## src/rtl/lbr_pkg.sv

```systemverilog
`timescale 1ns/1ps
package lbr_pkg;
  typedef enum logic [2:0] {
    OP_ACB     = 3'd0,
    OP_AOB_LT  = 3'd1,
    OP_AOB_LE  = 3'd2,
    OP_SOB_GT  = 3'd3,
    OP_SOB_GE  = 3'd4,
    OP_BLB_CLR = 3'd5,
    OP_BLB_SET = 3'd6,
    OP_CASE    = 3'd7
  } op_e;

  localparam logic [1:0] SZ_B = 2'd0;
  localparam logic [1:0] SZ_H = 2'd1;
  localparam logic [1:0] SZ_L = 2'd2;

  localparam int FLAG_W = 4;
endpackage

```

## src/rtl/lbr_ext.sv

```systemverilog
`timescale 1ns/1ps
module lbr_ext
  import lbr_pkg::*;
#(
  parameter int W = 32
) (
  input  logic [W-1:0] x_i,
  input  logic [1:0]   sz_i,
  input  logic         sgn_i,
  output logic [W:0]   y_o
);
  always_comb begin
    unique case (sz_i)
      SZ_B:    y_o = {{(W-7){sgn_i & x_i[7]}}, x_i[7:0]};
      SZ_H:    y_o = {{(W-15){sgn_i & x_i[15]}}, x_i[15:0]};
      default: y_o = {sgn_i & x_i[W-1], x_i};
    endcase
  end
endmodule

```

## src/rtl/lbr_step.sv

```systemverilog
`timescale 1ns/1ps
module lbr_step
  import lbr_pkg::*;
#(
  parameter int W = 32
) (
  input  logic [W-1:0] idx_i,
  input  logic [W-1:0] add_i,
  input  logic [1:0]   sz_i,
  output logic [W-1:0] res_o,
  output logic [W:0]   sres_o,
  output logic         ovf_o
);
  localparam int EW = W + 1;

  logic [EW-1:0] ia, aa, sum;
  logic [W-1:0]  low;

  lbr_ext #(.W(W)) u_ext_idx (.x_i(idx_i), .sz_i(sz_i), .sgn_i(1'b1), .y_o(ia));
  lbr_ext #(.W(W)) u_ext_add (.x_i(add_i), .sz_i(sz_i), .sgn_i(1'b1), .y_o(aa));

  assign sum = ia + aa;
  assign low = sum[W-1:0];

  // wrapped value, sign-extended from operand width
  lbr_ext #(.W(W)) u_ext_res (.x_i(low), .sz_i(sz_i), .sgn_i(1'b1), .y_o(sres_o));

  assign ovf_o = (sres_o != sum);

  always_comb begin
    unique case (sz_i)
      SZ_B:    res_o = {idx_i[W-1:8], low[7:0]};
      SZ_H:    res_o = {idx_i[W-1:16], low[15:0]};
      default: res_o = low;
    endcase
  end
endmodule

```

## src/rtl/lbr_case_sel.sv

```systemverilog
`timescale 1ns/1ps
module lbr_case_sel
  import lbr_pkg::*;
#(
  parameter int W = 32
) (
  input  logic [W-1:0] idx_i,
  input  logic [W-1:0] base_i,
  input  logic [W-1:0] lim_i,
  input  logic [1:0]   sz_i,
  output logic         hit_o,
  output logic [W:0]   sel_o
);
  logic [W-1:0] diff;
  logic [W:0]   dz, lz;

  assign diff = idx_i - base_i;

  lbr_ext #(.W(W)) u_ext_diff (.x_i(diff),  .sz_i(sz_i), .sgn_i(1'b0), .y_o(dz));
  lbr_ext #(.W(W)) u_ext_lim  (.x_i(lim_i), .sz_i(sz_i), .sgn_i(1'b0), .y_o(lz));

  // one unsigned compare rejects both sides of the table
  assign hit_o = (dz <= lz);
  assign sel_o = hit_o ? dz : lz + (W+1)'(1);
endmodule

```

## src/rtl/lbr_resolver.sv

```systemverilog
`timescale 1ns/1ps
module lbr_resolver
  import lbr_pkg::*;
#(
  parameter int W = 32
) (
  input  logic              clk_i,
  input  logic              rst_ni,
  input  logic              valid_i,
  input  logic [2:0]        op_i,
  input  logic [1:0]        size_i,
  input  logic [W-1:0]      index_i,
  input  logic [W-1:0]      limit_i,
  input  logic [W-1:0]      addend_i,
  input  logic [W-1:0]      base_i,
  input  logic [FLAG_W-1:0] flags_i,
  output logic              valid_o,
  output logic [W-1:0]      index_o,
  output logic              taken_o,
  output logic [W:0]        sel_o,
  output logic [FLAG_W-1:0] flags_o
);
  op_e op;
  assign op = op_e'(op_i);

  logic is_acb, is_aob, is_sob, is_loop, is_case;
  assign is_acb  = (op == OP_ACB);
  assign is_aob  = (op == OP_AOB_LT) || (op == OP_AOB_LE);
  assign is_sob  = (op == OP_SOB_GT) || (op == OP_SOB_GE);
  assign is_loop = is_acb || is_aob || is_sob;
  assign is_case = (op == OP_CASE);

  logic [1:0] eff_sz;
  assign eff_sz = (is_acb || is_case) ? size_i : SZ_L;

  logic [W-1:0] step_add;
  always_comb begin
    if (is_acb)      step_add = addend_i;
    else if (is_aob) step_add = W'(1);
    else if (is_sob) step_add = '1;
    else             step_add = '0;
  end

  logic [W-1:0] step_res;
  logic [W:0]   step_sres;
  logic         step_ovf;

  lbr_step #(.W(W)) u_step (
    .idx_i (index_i),
    .add_i (step_add),
    .sz_i  (eff_sz),
    .res_o (step_res),
    .sres_o(step_sres),
    .ovf_o (step_ovf)
  );

  logic [W:0] lim_x, add_x;
  lbr_ext #(.W(W)) u_ext_lim (.x_i(limit_i),  .sz_i(eff_sz), .sgn_i(1'b1), .y_o(lim_x));
  lbr_ext #(.W(W)) u_ext_add (.x_i(addend_i), .sz_i(eff_sz), .sgn_i(1'b1), .y_o(add_x));

  logic       case_hit;
  logic [W:0] case_sel;
  lbr_case_sel #(.W(W)) u_case (
    .idx_i (index_i),
    .base_i(base_i),
    .lim_i (limit_i),
    .sz_i  (size_i),
    .hit_o (case_hit),
    .sel_o (case_sel)
  );

  logic signed [W:0] ns, ls;
  logic le, lt, ge, gtz, gez;
  assign ns  = $signed(step_sres);
  assign ls  = $signed(lim_x);
  assign le  = (ns <= ls);
  assign lt  = (ns < ls);
  assign ge  = (ns >= ls);
  assign gez = !step_sres[W];
  assign gtz = gez && (step_sres != '0);

  logic              taken_d;
  logic [W-1:0]      index_d;
  logic [W:0]        sel_d;
  logic [FLAG_W-1:0] flags_d;

  always_comb begin
    unique case (op)
      OP_ACB:     taken_d = add_x[W] ? ge : le;
      OP_AOB_LT:  taken_d = lt;
      OP_AOB_LE:  taken_d = le;
      OP_SOB_GT:  taken_d = gtz;
      OP_SOB_GE:  taken_d = gez;
      OP_BLB_CLR: taken_d = !index_i[0];
      OP_BLB_SET: taken_d = index_i[0];
      default:    taken_d = case_hit;
    endcase
  end

  assign index_d = is_loop ? step_res : index_i;
  assign sel_d   = is_case ? case_sel : '0;
  assign flags_d = is_loop ? {step_sres[W], (step_sres == '0), step_ovf, flags_i[0]}
                           : flags_i;

  always_ff @(posedge clk_i or negedge rst_ni) begin
    if (!rst_ni) begin
      valid_o <= 1'b0;
      index_o <= '0;
      taken_o <= 1'b0;
      sel_o   <= '0;
      flags_o <= '0;
    end else begin
      valid_o <= valid_i;
      if (valid_i) begin
        index_o <= index_d;
        taken_o <= taken_d;
        sel_o   <= sel_d;
        flags_o <= flags_d;
      end
    end
  end
endmodule

```

## config.mk

```make
export PLATFORM = sky130hd
export DESIGN_NAME = lbr_resolver
export DESIGN_NICKNAME = d
export VERILOG_FILES = /design/src/rtl/lbr_pkg.sv /design/src/rtl/lbr_ext.sv /design/src/rtl/lbr_step.sv /design/src/rtl/lbr_case_sel.sv /design/src/rtl/lbr_resolver.sv
export SDC_FILE = /design/constraint.sdc
export NUM_CORES = 1
export LEC_CHECK = 0
export BUFFER_PORTS_ARGS = -buffer_cell sky130_fd_sc_hd__buf_2
export CAP_MARGIN = 15
export CORE_MARGIN = 1.5
export CORE_UTILIZATION = 60
export DETAILED_ROUTE_END_ITERATION = 12
export MAX_ROUTING_LAYER = met4
export PLACE_DENSITY = 0.86
export SYNTH_ARGS = -nofsm -noshare
export SYNTH_HDL_FRONTEND = slang
export SYNTH_SLANG_ARGS = --single-unit
```

## constraint.sdc

```tcl
create_clock -name clk_i -period 1.5 [get_ports clk_i]
set_input_delay 0.15 -clock clk_i [delete_from_list [all_inputs] [get_ports clk_i]]
set_output_delay 0.15 -clock clk_i [all_outputs]
set_load 0.03 [all_outputs]
```

==> PnR_summary.wiki, run 1 <==
{| class="wikitable"
! Metric !! Value
|-
| XOR/XNOR share of the synthesized area || 7.36%
|-
| Outcome || stopped before the end
|-
| Sequential element share of the synthesized area || 17.4%
|-
| Fail Step || clock tree synthesis (4_1_cts)
|-
| Count of hold buffers inserted by post-cts repair || 1
|-
| Largest family of logic cells by synthesized area || compound AO/OA/AOI/OAI gates
|-
| Level count of the clock H-tree || 3
|-
| Count leader, synth || sky130_fd_sc_hd__nor2_1
|-
| Die Span X || ~130 µm
|-
| Count of state elements after synthesis || 71
|-
| Area share of and/or/nand/nor cells after synthesis || about 23%
|-
| Placed Cells incl. Taps || between 2000 and 2500
|-
| Top-area cell type share of the netlist area || 17.4%
|-
| Die height || ~130 µm
|-
| Top cell type by total area after synthesis || sky130_fd_sc_hd__dfrtp_1
|-
| Clock tree root driver cell || sky130_fd_sc_hd__clkbuf_16
|-
| Number of enable flip-flop cells after synthesis || 0
|-
| Error that stopped the run || [ERROR DPL-0038] Utilization greater than 100%, impossible to legalize
|-
| Post-synth net total || 1648
|-
| Number of top-level design ports || roughly 210
|-
| Core Rows || between 40 and 50
|-
| Post-detailed-placement half-perimeter wirelength || 39.6 mm
|-
| Multiplexer fraction of the synthesized cell area || 2.63%
|-
| Total of warnings raised by yosys || 0
|-
| Async set-or-reset flop fraction in the synthesized netlist || 100%
|-
| Area fraction in compound gates after synthesis || 28.3%
|-
| Most common library cells after synthesis || sky130_fd_sc_hd__nor2_1, sky130_fd_sc_hd__a21oi_1, sky130_fd_sc_hd__nand2_1, sky130_fd_sc_hd__ha_1, sky130_fd_sc_hd__o21ai_0
|-
| Number of I/O port buffers || 210
|-
| Most used flip-flop cell after synthesis || sky130_fd_sc_hd__dfrtp_1
|-
| Sink count of the clock tree || slightly above 70
|-
| TritonCTS buffer count || 9
|-
| Post-CTS Setup Inserts || 85
|-
| Max Buffers Root-to-Sink || 2
|-
| Number of gates resized after CTS || approximately 370
|-
| Adder-cell share of the synthesized area || 16.1%
|-
| Top cells by area in the synthesized netlist || sky130_fd_sc_hd__dfrtp_1, sky130_fd_sc_hd__ha_1, sky130_fd_sc_hd__a21oi_1, sky130_fd_sc_hd__nor2_1, sky130_fd_sc_hd__nand2_1
|-
| Average footprint of a synthesized cell || 7.41 µm²
|-
| Post-Synthesis Cell Area || between 10000 and 15000 µm²
|-
| Number of distinct library cells after synthesis || 90
|-
| Initial standard-cell utilization of the core || 61.6%
|-
| Post-synthesis cell count || around 1400
|-
| Weighted congestion reported at the end of routability-driven placement || 1.09
|}
==> metrics by stage <==
step	util, %	cell area, µm²	setup WS (ps)	TNS [ps]	hold WS, ps
2_1_floorplan	-	10600	-3810	-151480	-146
3_3_place_gp	88.9	14700	-3840	-169490	130
3_5_place_dp	88.9	14700	-4260	-197730	136
==> kinds of logic after synthesis <==
kind of cell / count (synthesis)
xor+xnor: 85
flops: 71
mux: 26
fa+ha+maj: 130
compound gates: 440
buf+inv: 136
simple gates: 490
==> run 2: changes to the inputs <==
Settings changed: CORE_UTILIZATION 60 to 40, MAX_ROUTING_LAYER met4 to default, PLACE_DENSITY 0.86 to default, PLACE_DENSITY_LB_ADDON from default to 0.15.
==> PnR_summary.wiki, run 2 <==
{| class="wikitable"
! Metric !! Value
|-
| Outcome || finished with violations (was stopped before the end)
|-
| Violations in the final reports || setup timing
|-
| Count leader, synth || sky130_fd_sc_hd__nor2_1 (unchanged)
|-
| Die area || roughly 26000 µm²
|-
| Biggest regs || sel_o (33), index_o (32), flags_o (4)
|-
| Peak fanout along the critical path || 8
|-
| Clock tree from TritonCTS || yes
|-
| Min Clock Period, post-route || slightly below 5000 ps
|-
| Kind of path behind the tightest hold check || in -> reg
|-
| Number of distinct library cells after synthesis || 90 (unchanged)
|-
| Overall global routing resource usage || approximately 33%
|-
| Die Span X || 163 µm (was 133 µm)
|-
| Top cell type by total area after synthesis || sky130_fd_sc_hd__dfrtp_1 (unchanged)
|-
| Most flops, register || sel_o
|-
| Number of antenna violations at the first check in global routing || 2
|-
| Post-synth net total || 1648 (unchanged)
|-
| TritonCTS buffer count || 9 (unchanged)
|-
| Number of max-slew violations in the final report || 0
|-
| Pin count of the biggest net entering global routing || 45
|-
| Destination of the worst register-to-register timing path || flags_o[1]
|-
| Internal reg-to-reg setup slack || about 440 ps
|-
| Count of state elements after synthesis || 71 (unchanged)
|-
| Number of cells in the finished layout apart from fillers || 2455
|-
| Floorplan core area || about 25000 µm²
|-
| Post-Synthesis Cell Area || 10200 µm² (unchanged)
|-
| Worst skew pair latency || 360 ps
|-
| Cell area reported after detailed placement || 15100 µm² (was 14700 µm²)
|-
| Worst reg2reg startpoint || flags_o[1]
|-
| First-pass detailed-route iteration total || 5
|-
| Clock tree root driver cell || sky130_fd_sc_hd__clkbuf_16 (unchanged)
|-
| Sequential cell area || ~1800 µm²
|-
| Share of layout cells above drive strength 1 || a little over half
|-
| Most common library cells after synthesis || sky130_fd_sc_hd__nor2_1, sky130_fd_sc_hd__a21oi_1, sky130_fd_sc_hd__nand2_1, sky130_fd_sc_hd__ha_1, sky130_fd_sc_hd__o21ai_0 (unchanged)
|-
| Share of the cycle needed by the critical path after routing || 331%
|-
| End of the worst hold path || flags_o[0]
|-
| Instance count along the most critical hold path || 2
|-
| Post-synthesis cell count || 1378 (unchanged)
|-
| CP most frequent cell || sky130_fd_sc_hd__nand2_4
|-
| Max Buffers Root-to-Sink || 2 (unchanged)
|-
| Filler cell count in the final layout || between 1500 and 2000
|-
| Slowest Stage Delay on Critical Path || 340 ps
|-
| Placed Cells incl. Taps || 2306 (was 2167)
|-
| Maximum clock frequency || slightly above 200 MHz
|-
| Worst slew margin relative to its limit || between 60% and 70%
|-
| Global-route wire length before repair || a little under 70 mm
|-
| Critical Path AT || 5270 ps
|-
| Sink count of the clock tree || 71 (unchanged)
|-
| Most frequent cells in the layout || sky130_fd_sc_hd__buf_4, sky130_fd_sc_hd__buf_2, sky130_fd_sc_hd__nor2_1, sky130_fd_sc_hd__nand2_1, sky130_fd_sc_hd__ha_1
|-
| Total of warnings raised by yosys || 0 (unchanged)
|-
| Register-to-Register Path Depth || 5
|-
| Final nets || roughly 2400
|-
| Level count of the clock H-tree || 3 (unchanged)
|-
| Power Dens Cells || 912 nW/µm²
|-
| Setup repair after global routing missed its margin || true
|-
| Top cells by area in the synthesized netlist || sky130_fd_sc_hd__dfrtp_1, sky130_fd_sc_hd__ha_1, sky130_fd_sc_hd__a21oi_1, sky130_fd_sc_hd__nor2_1, sky130_fd_sc_hd__nand2_1 (unchanged)
|-
| Async set-or-reset flop fraction in the synthesized netlist || 100% (unchanged)
|-
| Antenna Violating Nets Remaining || 0
|-
| Number of enable flip-flop cells after synthesis || 0 (unchanged)
|-
| Number of failing hold endpoints at the final stage || 0
|-
| Top-area cell type share of the netlist area || 17.4% (unchanged)
|-
| DRC violation count after routing || 0
|-
| Number of max-cap violations || 0
|-
| Detailed-route wire length per cell || roughly 19 µm
|-
| Area growth syn-to-layout || 83.2%
|-
| Post-route standard cell area excluding fillers || between 15000 and 20000 µm²
|-
| Vias in the first global route || 13300
|-
| Iter 0 DRT Violations || approximately 1000
|-
| Type of element launching the critical path || input port
|-
| Number of I/O port buffers || 210 (unchanged)
|-
| Worst Hold Slack || approximately 47 ps
|-
| WL final || about 46 mm
|-
| CP max stage cell || sky130_fd_sc_hd__o311ai_2
|-
| Critical path endpoint category || flop
|-
| Final setup violating endpoints || slightly below 70
|-
| Core Rows || 58 (was 47)
|-
| Total gr overflow || 0
|-
| Pre-CTS setup slack || -4170 ps (was -4260 ps)
|-
| Static leakage || 0.00904 µW
|-
| Most used flip-flop cell after synthesis || sky130_fd_sc_hd__dfrtp_1 (unchanged)
|-
| Leading cell type in the layout, fill and taps excluded || sky130_fd_sc_hd__buf_4
|-
| Die height || 163 µm (was 133 µm)
|-
| Area used by multi-input combinational logic || roughly 9900 µm²
|-
| Hold wc startpoint || flags_i[0]
|-
| Flip-flop count of the largest register, all copies and words added || 33
|-
| Highest ir drop seen on vdd || 0.000593 V
|-
| Weighted congestion reported at the end of routability-driven placement || 0.997 (was 1.09)
|-
| Sequential element share of the synthesized area || 17.4% (unchanged)
|-
| WS Path Type || in -> reg
|-
| Number of top-level design ports || 211 (unchanged)
|-
| Initial standard-cell utilization of the core || 40.7% (was 61.6%)
|-
| Vias post-DR || ~14000
|-
| Post-detailed-placement half-perimeter wirelength || 34.6 mm (was 39.6 mm)
|-
| Worst setup margin || -3460 ps
|-
| Average footprint of a synthesized cell || 7.41 µm² (unchanged)
|-
| Required time reported for the critical path endpoint || between 1500 and 2000 ps
|-
| Reg clk slew, reported paths || around 70 ps
|-
| Routed vias/inst || ~5.5
|-
| Worst clock skew || 0 ps
|-
| Transition time of the tightest slew-check pin || between 500 and 600 ps
|}
==> run 2: cell counts after synthesis <==
Identical to the previous run, type by type.
==> run 2: worst max-delay path by stage <==
stage / startpoint / end / slack [ps] / cells after the start
5_1_grt: op_i[0] / taken_o / -3620 / 30
3_5_place_dp: op_i[1] / taken_o / -4170 / 27
6_report: op_i[0] / taken_o / -3460 / 30
3_3_place_gp: op_i[1] / taken_o / -4130 / 27
2_1_floorplan: op_i[0] / taken_o / -3810 / 31
4_1_cts: op_i[0] / taken_o / -3300 / 26
==> run 2: logic make-up after synthesis <==
group,after synthesis,share of synthesized area [%]
buffers and inverters,136,5.21
multiplexers,26,2.63
AND/OR/NAND/NOR,490,23.0
AO/OA/AOI/OAI,440,28.3
flip-flops,71,17.4
adder cells (fa/ha/maj),130,16.1
XOR/XNOR,85,7.36
==> run 2: worst max-delay path, delay by kind of cell <==
kind	cells	cell delay (ps)
buffers and inverters	6	870
AND/OR/NAND/NOR	6	680
adder cells (fa/ha/maj)	2	450
XOR/XNOR	1	180
multiplexers	2	320
AO/OA/AOI/OAI	13	2590
==> run 2: timing repair <==
item / CTS / global route
endpoints found under the hold margin: 17 / 0
endpoints found under the setup margin: 68 / 68
pin swaps: 161 / 96
resized for setup: 325 / 169
hold buffers: 1 / 0
buffers inserted: 96 / 43
gates cloned: 6 / 0
==> run 2: routing by layer <==
| layer | wire length (µm) | up-vias | track usage [%] | share of wire (%) |
|---|---|---|---|---|
| li1 | - | 6489 | - | - |
| met1 | 19500 | 6490 | 41.9 | 42 |
| met2 | 22400 | 501 | 57.6 | 49 |
| met3 | 2500 | 108 | 3.00 | 5.4 |
| met4 | 1690 | 2 | 13.4 | 3.7 |
| met5 | 9 | - | 0 | 0.020 |
==> run 2: area by class of cell <==
cell class	instances	area share, %
Antenna cell	2	0.0267
Clock buffer	11	1.35
Clock inverter	5	0.428
Inverter	71	1.49
Multi-Input combinational cell	1171	52.8
Sequential cell	71	9.49
Tap cell	330	2.21
Timing Repair Buffer	794	32.2
==> run 2: per-stage QoR <==
step	util [%]	TNS, ps	total power [µW]
floorplan	-	-151480	7150
global placement	60.2	-177260	10900
detailed placement	60.2	-181650	11000
CTS	70.4	-146390	15800
global route	74.5	-165710	17900
finish	74.5	-155380	17100
==> run 2: report_power, final <==
part,internal (µW),switching (µW),total (µW)
clock network,1550,1010,2560
registers,2160,155,2320
logic,6170,6010,12200
Power figures use the tool's default switching activity.
